`src/rtl/ppm_pkg.sv`:
```
package ppm_pkg;

  // Line state of the modulator.
  typedef enum logic {
    PPM_IDLE = 1'b0,
    PPM_SEND = 1'b1
  } ppm_state_e;

  // Index width that never collapses to zero bits.
  function automatic int idx_w(input int n);
    return (n > 1) ? $clog2(n) : 1;
  endfunction

endpackage

```
`src/rtl/ppm_chip_timer.sv`:
```
module ppm_chip_timer #(
  parameter int SLOTS = 4,
  parameter int GROUPS = 4,
  parameter int SLOT_IW = 2,
  parameter int GRP_IW = 2
) (
  input  logic               clk,
  input  logic               rst,
  input  logic               load,
  input  logic               advance,
  output logic [SLOT_IW-1:0] slot_idx,
  output logic [GRP_IW-1:0]  grp_idx,
  output logic               chip_last,
  output logic               word_last
);

  localparam logic [SLOT_IW-1:0] SLOT_END = SLOT_IW'(SLOTS - 1);
  localparam logic [GRP_IW-1:0]  GRP_END  = GRP_IW'(GROUPS - 1);

  assign chip_last = (slot_idx == SLOT_END);
  assign word_last = chip_last && (grp_idx == GRP_END);

  always_ff @(posedge clk) begin
    if (rst || load) begin
      slot_idx <= '0;
      grp_idx  <= '0;
    end else if (advance) begin
      if (chip_last) begin
        slot_idx <= '0;
        grp_idx  <= word_last ? '0 : grp_idx + 1'b1;
      end else begin
        slot_idx <= slot_idx + 1'b1;
      end
    end
  end

  // after the last slot of a chip the next group follows in order
  a_r3_group_step: assert property (@(posedge clk) disable iff (rst)
    (advance && !load && chip_last && !word_last) |=> (grp_idx == $past(grp_idx) + 1'b1));

  // position frozen without an advance or load
  a_r1_hold_position: assert property (@(posedge clk) disable iff (rst)
    (!advance && !load) |=> ($stable(slot_idx) && $stable(grp_idx)));

endmodule

```
`src/rtl/ppm_word_reg.sv`:
```
module ppm_word_reg #(
  parameter int DATA_W = 8,
  parameter int SYM_W = 2,
  parameter int GROUPS = 4,
  parameter int GRP_IW = 2
) (
  input  logic              clk,
  input  logic              rst,
  input  logic              load,
  input  logic [DATA_W-1:0] din,
  input  logic [GRP_IW-1:0] grp_idx,
  output logic [SYM_W-1:0]  symbol
);

  logic [DATA_W-1:0] word_q;
  logic [SYM_W-1:0]  groups [GROUPS];

  always_ff @(posedge clk) begin
    if (rst) word_q <= '0;
    else if (load) word_q <= din;
  end

  // Group k is bits [k*SYM_W +: SYM_W]; index 0 leaves first.
  for (genvar k = 0; k < GROUPS; k++) begin : g_split
    assign groups[k] = word_q[k*SYM_W +: SYM_W];
  end

  assign symbol = groups[grp_idx];

  // held word changes only on a load
  a_r5_word_held: assert property (@(posedge clk) disable iff (rst)
    !load |=> $stable(word_q));

endmodule

```
`src/rtl/ppm_slot_decode.sv`:
```
module ppm_slot_decode #(
  parameter int SYM_W = 2,
  parameter int SLOTS = 4,
  parameter int SLOT_IW = 2
) (
  input  logic               active,
  input  logic [SYM_W-1:0]   symbol,
  input  logic [SLOT_IW-1:0] slot_idx,
  output logic               pulse
);

  logic [SLOTS-1:0] slot_hot;

  for (genvar k = 0; k < SLOTS; k++) begin : g_hot
    assign slot_hot[k] = (symbol == SYM_W'(k));
  end

  assign pulse = active && slot_hot[slot_idx];

  always_comb begin
    // exactly one candidate slot per symbol
    a_r2_single_slot: assert ($onehot(slot_hot));
  end

endmodule

```
`src/rtl/ppm_modulator.sv`:
```
module ppm_modulator #(
  parameter int DATA_W = 8,
  parameter int SYM_W = 2
) (
  input  logic              clk,
  input  logic              rst,
  input  logic              slot_en,
  input  logic              in_valid,
  input  logic [DATA_W-1:0] in_data,
  output logic              in_ready,
  output logic              ppm_out
);
  import ppm_pkg::*;

  localparam int SLOTS   = 1 << SYM_W;
  localparam int GROUPS  = DATA_W / SYM_W;
  localparam int SLOT_IW = SYM_W;
  localparam int GRP_IW  = idx_w(GROUPS);

  ppm_state_e         state_q;
  logic               take;
  logic [SLOT_IW-1:0] slot_idx;
  logic [GRP_IW-1:0]  grp_idx;
  logic               chip_last;
  logic               word_last;
  logic [SYM_W-1:0]   symbol;
  logic               sending;

  assign sending  = (state_q == PPM_SEND);
  assign in_ready = slot_en && (!sending || word_last);
  assign take     = in_valid && in_ready;

  always_ff @(posedge clk) begin
    if (rst) state_q <= PPM_IDLE;
    else if (slot_en && (!sending || word_last))
      state_q <= in_valid ? PPM_SEND : PPM_IDLE;
  end

  ppm_chip_timer #(
    .SLOTS(SLOTS), .GROUPS(GROUPS), .SLOT_IW(SLOT_IW), .GRP_IW(GRP_IW)
  ) u_timer (
    .clk(clk), .rst(rst), .load(take), .advance(slot_en && sending),
    .slot_idx(slot_idx), .grp_idx(grp_idx),
    .chip_last(chip_last), .word_last(word_last)
  );

  ppm_word_reg #(
    .DATA_W(DATA_W), .SYM_W(SYM_W), .GROUPS(GROUPS), .GRP_IW(GRP_IW)
  ) u_word (
    .clk(clk), .rst(rst), .load(take), .din(in_data),
    .grp_idx(grp_idx), .symbol(symbol)
  );

  ppm_slot_decode #(
    .SYM_W(SYM_W), .SLOTS(SLOTS), .SLOT_IW(SLOT_IW)
  ) u_dec (
    .active(sending), .symbol(symbol), .slot_idx(slot_idx), .pulse(ppm_out)
  );

  // Pulses already shown in the current chip (checking only).
  logic [SLOT_IW:0] chip_hits;
  always_ff @(posedge clk) begin
    if (rst || take) chip_hits <= '0;
    else if (slot_en && sending)
      chip_hits <= chip_last ? '0 : chip_hits + (SLOT_IW+1)'(ppm_out);
  end

  // the closing slot of a chip sees exactly one pulse in total
  a_r2_one_pulse_per_chip: assert property (@(posedge clk) disable iff (rst)
    (slot_en && sending && chip_last) |-> ((chip_hits + (SLOT_IW+1)'(ppm_out)) == 1));

  // a taken byte starts at slot one of chip one
  a_r4_start_aligned: assert property (@(posedge clk) disable iff (rst)
    take |=> (sending && slot_idx == '0 && grp_idx == '0));

  // idle line is low
  a_r6_idle_low: assert property (@(posedge clk) disable iff (rst)
    !sending |-> !ppm_out);

  // line steady between enables
  a_r1_line_steady: assert property (@(posedge clk) disable iff (rst)
    (!slot_en && !$past(rst)) |=> $stable(ppm_out));

  // reset leaves the line idle and low
  a_r7_reset_idle: assert property (@(posedge clk)
    rst |=> (!sending && !ppm_out));

endmodule

```
`config.mk`:
```
export PLATFORM = sky130hd
export DESIGN_NAME = ppm_modulator
export DESIGN_NICKNAME = d
export VERILOG_FILES = /design/src/rtl/ppm_pkg.sv /design/src/rtl/ppm_chip_timer.sv /design/src/rtl/ppm_word_reg.sv /design/src/rtl/ppm_slot_decode.sv /design/src/rtl/ppm_modulator.sv
export SDC_FILE = /design/constraint.sdc
export NUM_CORES = 1
export LEC_CHECK = 0
export ABC_AREA = 1
export ABC_CLOCK_PERIOD_IN_PS = 3300
export BUFFER_PORTS_ARGS = -buffer_cell sky130_fd_sc_hd__buf_2
export CORE_UTILIZATION = 50
export DETAILED_ROUTE_END_ITERATION = 8
export GPL_TIMING_DRIVEN = 0
export HOLD_SLACK_MARGIN = 0.03
export PLACE_DENSITY = 0.79
export SKIP_CTS_REPAIR_TIMING = 1
export SLEW_MARGIN = 25
export SYNTH_ARGS = -nofsm -noshare
export SYNTH_HDL_FRONTEND = slang
export SYNTH_HIERARCHICAL = 1
export SYNTH_SLANG_ARGS = --single-unit
```
`constraint.sdc`:
```
create_clock -name clk -period 3.3 [get_ports clk]
set_input_delay 0.66 -clock clk [delete_from_list [all_inputs] [get_ports clk]]
set_output_delay 0.66 -clock clk [all_outputs]
set_load 0.05 [all_outputs]
```
Yosys cells after proc, flatten, opt, wreduce, memory -nomap -nowiden
Cells that the tools add are included.

Add/sub/neg operators: 2. Order comparisons: 2. Equality and inequality tests: 5. Multiplexer cells: 8. Bitwise logic cells: 1. Reduce and logical (&&, ||, !) cells: 10.

Operator list (number): 2-bit equality test (second input constant) (4); 2-bit two-way mux (4); 1-bit logical AND (5); 2-bit by 1-bit adder with 2-bit output (second input constant) (2); 2-bit binary-select mux with 2-bit select (1); 3-bit >= comparator (second input constant) (1); 2-bit by 3-bit < comparator with 1-bit output (second input constant) (1); 2-bit inverter with 3-bit output (1); 1-bit binary-select mux with 2-bit select (1); 2-bit by 1-bit equality test with 1-bit output (second input constant) (1); 2-bit logical NOT (1); 1-bit logical OR (2); 1-bit two-way mux (2); 2-bit AND reduction (1); 1-bit logical NOT (1).

Register bits: 13. Bits of input ports: 12. Output and inout port bits: 2. Word-level logic and storage cells: 32.

Longest topological paths before layout
Gate-level depths: netlist of the first run.

Depth in word-level cells: 8. Gate-level depth with buffers: 11. Mapped depth without buffers: 10.

Cells and area by module
The synthesis of the first run kept the hierarchy.

By module, submodules not included: ppm_word_reg (times used 1, cells each 59, area each 410.4 sq um, seq. area each 160.2 sq um); ppm_chip_timer (times used 1, cells each 27, area each 212.7 sq um, seq. area each 80.1 sq um); ppm_modulator (times used 1, cells each 12, area each 71.3 sq um, seq. area each 20.0 sq um); ppm_slot_decode (times used 1, cells each 10, area each 38.8 sq um, seq. area each 0.0 sq um).

Worst setup path before layout of the first run
Ideal clock, no wire load.

Kind: register to output. From: register u_timer.grp_idx[0]. To: output port ppm_out. Data arrival time: 1.462 ns. Required time: 2.640 ns. Setup slack: 1.178 ns. Cell stages (with the launch flop): 9. Buffers on the path: 0. Path through: dfxtp_1 inv_2 nand2_1 nand3_1 nand2_1 inv_1 nand2_1 nand3_1 nor2_1.

Word-level cells in the longest chain between the ends: 8. Elaborated cells on any way between the ends: 11. Classes of those cells: eq/ne (3); mux (5); bitwise (1); reduce/logical (2).

RTL lines: from (decl) (RTL line ppm_chip_timer.sv:12) `output logic [GRP_IW-1:0] grp_idx,`; from (signal assigned) (RTL line ppm_chip_timer.sv:30) `grp_idx <= word_last ? '0 : grp_idx + 1'b1;`; 2-bit inverter with 3-bit output (implied by the code) * (RTL line ppm_word_reg.sv:28) `assign symbol = groups[grp_idx];`; 2-bit binary-select mux with 2-bit select * (RTL line ppm_word_reg.sv:28); 2-bit two-way mux (implied by the code) * (2 in a row) (RTL line ppm_word_reg.sv:28); via symbol[0] (RTL line ppm_modulator.sv:26) `logic [SYM_W-1:0] symbol;`; 2-bit by 1-bit equality test with 1-bit output (tied with other cells) (RTL line ppm_slot_decode.sv:15) `assign slot_hot[k] = (symbol == SYM_W'(k));`; 1-bit binary-select mux with 2-bit select * (RTL line ppm_slot_decode.sv:18) `assign pulse = active && slot_hot[slot_idx];`; 1-bit two-way mux (implied by the code) * (RTL line ppm_slot_decode.sv:18); 1-bit logical AND * (RTL line ppm_slot_decode.sv:18); to (decl) (RTL line ppm_modulator.sv:11) `output logic ppm_out`.

The timed path passes the listed nets; every way through them passes the cells marked *. The select of a mux whose other input is x is not followed.

Final worst setup path of the first run
Same ends and word-level chain as after synthesis.

==> reports/qor.yml, run 1 <==
ant_nets: 0
netlist_area_um2: 733
clk_pin_slew_worst_paths_ns: 0.08
relSlewSlack_pct: 81.5
synth.avg_cell_area_um2: 6.79
seq_area_um2: 260
p_per_area_nw_per_um2: 376
tightestPinTransition_ns: 0.278
clock_skew_ns: 0.00144
critPathLaunchType: "register"
globalplace.congestion: 0.762
synth_area_leaders: "dfxtp_1 35%, nand2_1 18%, a21oi_2 12%"
synth-edff-count: 0
ys_seq_area_share_pct: 35.5
critPathMaxStageDelay_ns: 0.48
num-fill-cells: 129
num_vias: 628
final_cell_area_um2: 843
fin_ws_ns: 1.07
p_leak_nw: 0.404
critical_path_depth: 9
maxCapViolCount: 0
fin_crit_ns: 2.23
drc_errors: 0
crit_buf_inv: 3
rsz0062_at_grt: "no"
hpwl_um: 978
nNetsFinal: 141
worst-setup-path-type: "register to primary output"
placement_rows: 13
areaGrowthSynthToFinish_pct: 15.0
worstPathRequired_ns: 2.64
setup_tns_ns: 0
yosys_warnings: 6
holdWs_ns: 0.471
track_usage_pct: 20.1
place_ws_ns: 1.37
fp.dieH_um: 40.3
first_pass_iters: 3
wl_per_cell_um: 9.01
yosys.area.top_type: "dfxtp_1"
synth.top_cell.area_share_pct: 35.5
path_cells: "inv_2 > nand2_1 > nand3_1 > nand2_1 > inv_1 > nand2_1 > nand3_1 > nor2_1 > buf_2"
cts-root-buf: "clkbuf_4"
synthArstFlopShare_pct: 0
grt_pass1_vias: 537
multi_input_area_um2: 364
drive_above_1_share_pct: 26.4
synth.net_count: 123
htreeDepth: 1
io_pins: 14
max_freq_mhz: 448
grt_pass1_wl_um: 1990
vdd_drop_max_mv: 0.260
gr-total-overflow: 0
finalSetupViolations: 0
worst-endpoint-arrival_ns: 1.57
chipWidth_um: 40.3
cts_tree: "yes"
antenna_found_initial: 0
crit_path_end_kind: "primary output"
synthFlopType: "dfxtp_1"
diodes: 0
r2r.worst_path.cells: 10
outcome: "finished, final reports clean"
initial_utilization_pct: 55.0
dieArea_um2: 1620
via_per_inst: 4.49
path_max_fanout: 8
hold_depth: 2
yosys.cell_count.top_type: "nand2_1"
maxSlewViolCount: 0
clock_latency_ns: 0.28
crit_family: "flip-flops"
timing.final.crit_share_pct: 67.7
yosysUniqueCellTypes: 16
grt_max_degree: 10
hp-class: "register to register"
cp_slowest_cell: "dfxtp_1"
ys_seq_elements: 13
netlist_instances: 108
cts_made_buffers: 3
core_um2: 1330
worst_path_most_repeated_cell: "nand2_1"
placed_area_um2: 817
clock_sinks: 13
ctsLongestPathBuffers: 2
synth_commonest_cells: "35 x nand2_1, 20 x inv_1, 13 x dfxtp_1"
io_buffers: 13
drt_iter0_drc: 7
fin_util_pct: 63.2
drt_wl_total_um: 1260
finalHoldViolCount: 0
## final cells by class
cell class	instances	area share, %
tap	15	2.23
inverter	23	11.0
buffer	2	1.93
clock buffer	4	3.12
timing repair buffer	13	7.72
sequential	13	30.9
multi-input combinational	70	43.2
## through the flow
step	power, W	cells
final	0.000317	140
after global routing	0.000334	140
after CTS	0.000324	140
after detailed placement	0.000223	136
after global placement	0.000221	136
after floorplan	0.000208	108
## registers in the layout, indices dropped and copies added, names as in the netlist
name,cells
u_timer/grp_idx,2
u_word/word_q,8
sending,1
u_timer/slot_idx,2
## tightest hold or removal path: cells and delay by family, from the launching register on
kind | cells | cell delay, ns
AO/OA/AOI/OAI | 1 | 0.04
flip-flops | 1 | 0.32
AND/OR/NAND/NOR | 1 | 0.07
## layer usage
| layer | vias to the layer above | routed length, µm | track usage (%) |
|---|---|---|---|
| li1 | 357 | - | - |
| met1 | 253 | 611 | 20.1 |
| met2 | 16 | 550 | 33.1 |
| met3 | 2 | 72 | 10.0 |
| met4 | 0 | 27 | 12.5 |
| met5 | - | 0 | 0 |
## report_power, final
group | switching [W] | internal (W) | total [W]
clock network | 0.0000520 | 0.0000469 | 0.0000989
logic | 0.0000309 | 0.0000196 | 0.0000505
registers | 0.00000476 | 0.000163 | 0.000168
## final timing paths
kind	slack, ns	from	end
worst min-delay path	0.47	u_word/word_q[5]	u_word/word_q[5]
worst max-delay path	1.07	u_timer/grp_idx[0]	ppm_out
worst max register to register	1.74	u_timer/grp_idx[0]	u_timer/slot_idx[1]
worst min register to register	0.47	u_word/word_q[5]	u_word/word_q[5]
## logic make-up (layout without fill, tap and decap cells)
family | count (synthesis) | count (layout) | share of synthesized area (%)
AOI/OAI and AO/OA | 13 | 13 | 14.3
xor gates and xnor gates | 1 | 1 | 1.19
adders and majority gates | 3 | 3 | 5.12
buffers and inverters | 25 | 42 | 14.8
DFF | 13 | 13 | 35.5
and+or+nand+nor | 53 | 53 | 29.0
## placed cells by master (no fill, tap or decap), drive strengths merged
cell type / count
nand2: 37
xnor2: 1
buf: 14
nand3: 7
a21oi: 10
nor2: 9
ha: 3
clkbuf: 5
inv: 22
clkinv: 1
dfxtp: 13
o21ai: 2
a21o: 1
Note: power is estimated with default switching activity, not from simulation.
==> run 2, diff against run 1 <==
--- a/config.mk
+++ b/config.mk
@@ -6,13 +6,13 @@
 export NUM_CORES = 1
 export LEC_CHECK = 0
 export ABC_AREA = 1
-export ABC_CLOCK_PERIOD_IN_PS = 3300
+export ABC_CLOCK_PERIOD_IN_PS = 2000
 export BUFFER_PORTS_ARGS = -buffer_cell sky130_fd_sc_hd__buf_2
-export CORE_UTILIZATION = 50
+export CORE_UTILIZATION = 47
 export DETAILED_ROUTE_END_ITERATION = 8
 export GPL_TIMING_DRIVEN = 0
 export HOLD_SLACK_MARGIN = 0.03
-export PLACE_DENSITY = 0.79
+export PLACE_DENSITY = 0.78
 export SKIP_CTS_REPAIR_TIMING = 1
 export SLEW_MARGIN = 25
 export SYNTH_ARGS = -nofsm -noshare
==> constraint.sdc (replaced) <==
create_clock -name clk -period 2 [get_ports clk]
set_input_delay 0.4 -clock clk [delete_from_list [all_inputs] [get_ports clk]]
set_output_delay 0.4 -clock clk [all_outputs]
set_load 0.05 [all_outputs]
==> run 2 against run 1 <==
Effect of this change:
- global-route usage down 1.8 points
- critical path depth decreased by 1
- largest power group unchanged
- core utilization is 1.8 points lower
- total power up 65%
- non-clock buffer count is the same
- die area is 6.0% higher
==> reports/qor.yml, run 2 (synthesis gave the netlist of run 1 again) <==
outcome: "finished, final reports clean"
fin_util_pct: 61.4
chipWidth_um: 41.5
largest_reg_flops: 8
worst-setup-path-type: "register to primary output"
tightestPinTransition_ns: 0.259
fp.dieH_um: 41.5
path_cells: "ha_1 > nand2_1 > inv_1 > inv_1 > nand2_1 > nand2_1 > inv_1 > clkbuf_4"
crit_path_end_kind: "primary output"
p_leak_nw: 0.404
maxCapViolCount: 0
hp-class: "primary input to register"
timing.final.crit_share_pct: 92.7
path_max_fanout: 5
crit_family: "flip-flops"
num_vias: 661
reg.largest.list: "u_word/word_q x8, u_timer/grp_idx x2, u_timer/slot_idx x2"
fin_crit_ns: 1.85
maxSlewViolCount: 0
setup_tns_ns: 0
drive_above_1_share_pct: 27.2
nNetsFinal: 141
ant_nets: 0
critPathLaunchType: "register"
gr-total-overflow: 0
finalSetupViolations: 0
first_pass_iters: 4
via_per_inst: 4.72
relSlewSlack_pct: 82.8
critPathMaxStageDelay_ns: 0.43
vdd_drop_max_mv: 0.557
worstPathRequired_ns: 1.60
drc_errors: 0
track_usage_pct: 18.3
cts_made_buffers: 3
p_per_area_nw_per_um2: 618
num-fill-cells: 134
cts_tree: "yes"
clock_sinks: 13
hpwl_um: 1020
grt_pass1_wl_um: 2390
layout_common_cells: "35 x nand2_1, 20 x inv_1, 12 x dfxtp_1"
drt_wl_total_um: 1360
finalHoldViolCount: 0
clk_pin_slew_worst_paths_ns: 0.08
crit_buf_inv: 4
clock_skew_ns: 0.00611
initial_utilization_pct: 53.0
antenna_found_initial: 0
areaGrowthSynthToFinish_pct: 15.9
max_freq_mhz: 539
ctsLongestPathBuffers: 2
clock_latency_ns: 0.27
io_buffers: 13
rsz0062_at_grt: "no"
cts-root-buf: "clkbuf_4"
htreeDepth: 1
worst-endpoint-arrival_ns: 1.45
placement_rows: 13
cp_slowest_cell: "dfxtp_1"
regMostFlops: "u_word/word_q"
grt_max_degree: 10
drt_iter0_drc: 10
io_pins: 14
core_um2: 1380
final_common_cell: "nand2_1"
grt_pass1_vias: 622
dieArea_um2: 1720
diodes: 0
wl_per_cell_um: 9.69
globalplace.congestion: 0.784
## run 2: worst register-to-register path, stage by stage (launching register included)
cell and delay (ns):
dfxtp_1 0.37, ha_1 0.22, nand2_1 0.09, inv_1 0.06, inv_1 0.05, nand2_1 0.06
nand3_1 0.12, inv_1 0.09, nor2_1 0.22, o21ai_0 0.14, nor2_1 0.11
## run 2: layer usage
layer | vias up | routed length, µm | GRT usage, %
met5 | - | 0 | 0
met3 | 2 | 66 | 9.13
met1 | 289 | 610 | 18.9
li1 | 358 | - | -
met2 | 12 | 664 | 32.8
met4 | 0 | 13 | 3.87
## run 2: worst paths after layout
kind,startpoint,endpoint,slack (ns),cells past startpoint
max,u_timer/slot_idx[0],in_ready,0.15,8
min,rst,sending,0.31,2
max reg2reg,u_timer/slot_idx[0],u_timer/slot_idx[1],0.43,10
min reg2reg,u_word/word_q[3],u_word/word_q[3],0.47,2
## run 2: final cells by class
class,instances,area (µm²),share of cell area (%)
flip-flops and latches,13,262,30.8
well taps,15,18.8,2.21
clock buffers,4,26.3,3.09
multi-input cells,70,364,42.9
plain buffers,2,16.3,1.91
repair buffers,13,70.1,8.25
inverters,23,92.6,10.9
## run 2: report_power, final
part	internal, W	total (W)	switching (W)
Clock	0.0000773	0.000161	0.0000839
Combinational	0.0000340	0.0000867	0.0000527
Sequential	0.000269	0.000277	0.00000777
Total	0.000381	0.000525	0.000144
## run 2: stage by stage
step	hold slack, ns	area [µm²]	power, W	worst slack (ns)	cells
after floorplan	0.448	733	0.000343	0.138	108
after CTS	0.293	843	0.000531	0.0245	140
final	0.313	850	0.000525	0.146	140
after global routing	0.312	850	0.000558	0.0152	140
after global placement	0.458	817	0.000365	0.358	136
after detailed placement	0.458	817	0.000368	0.328	136
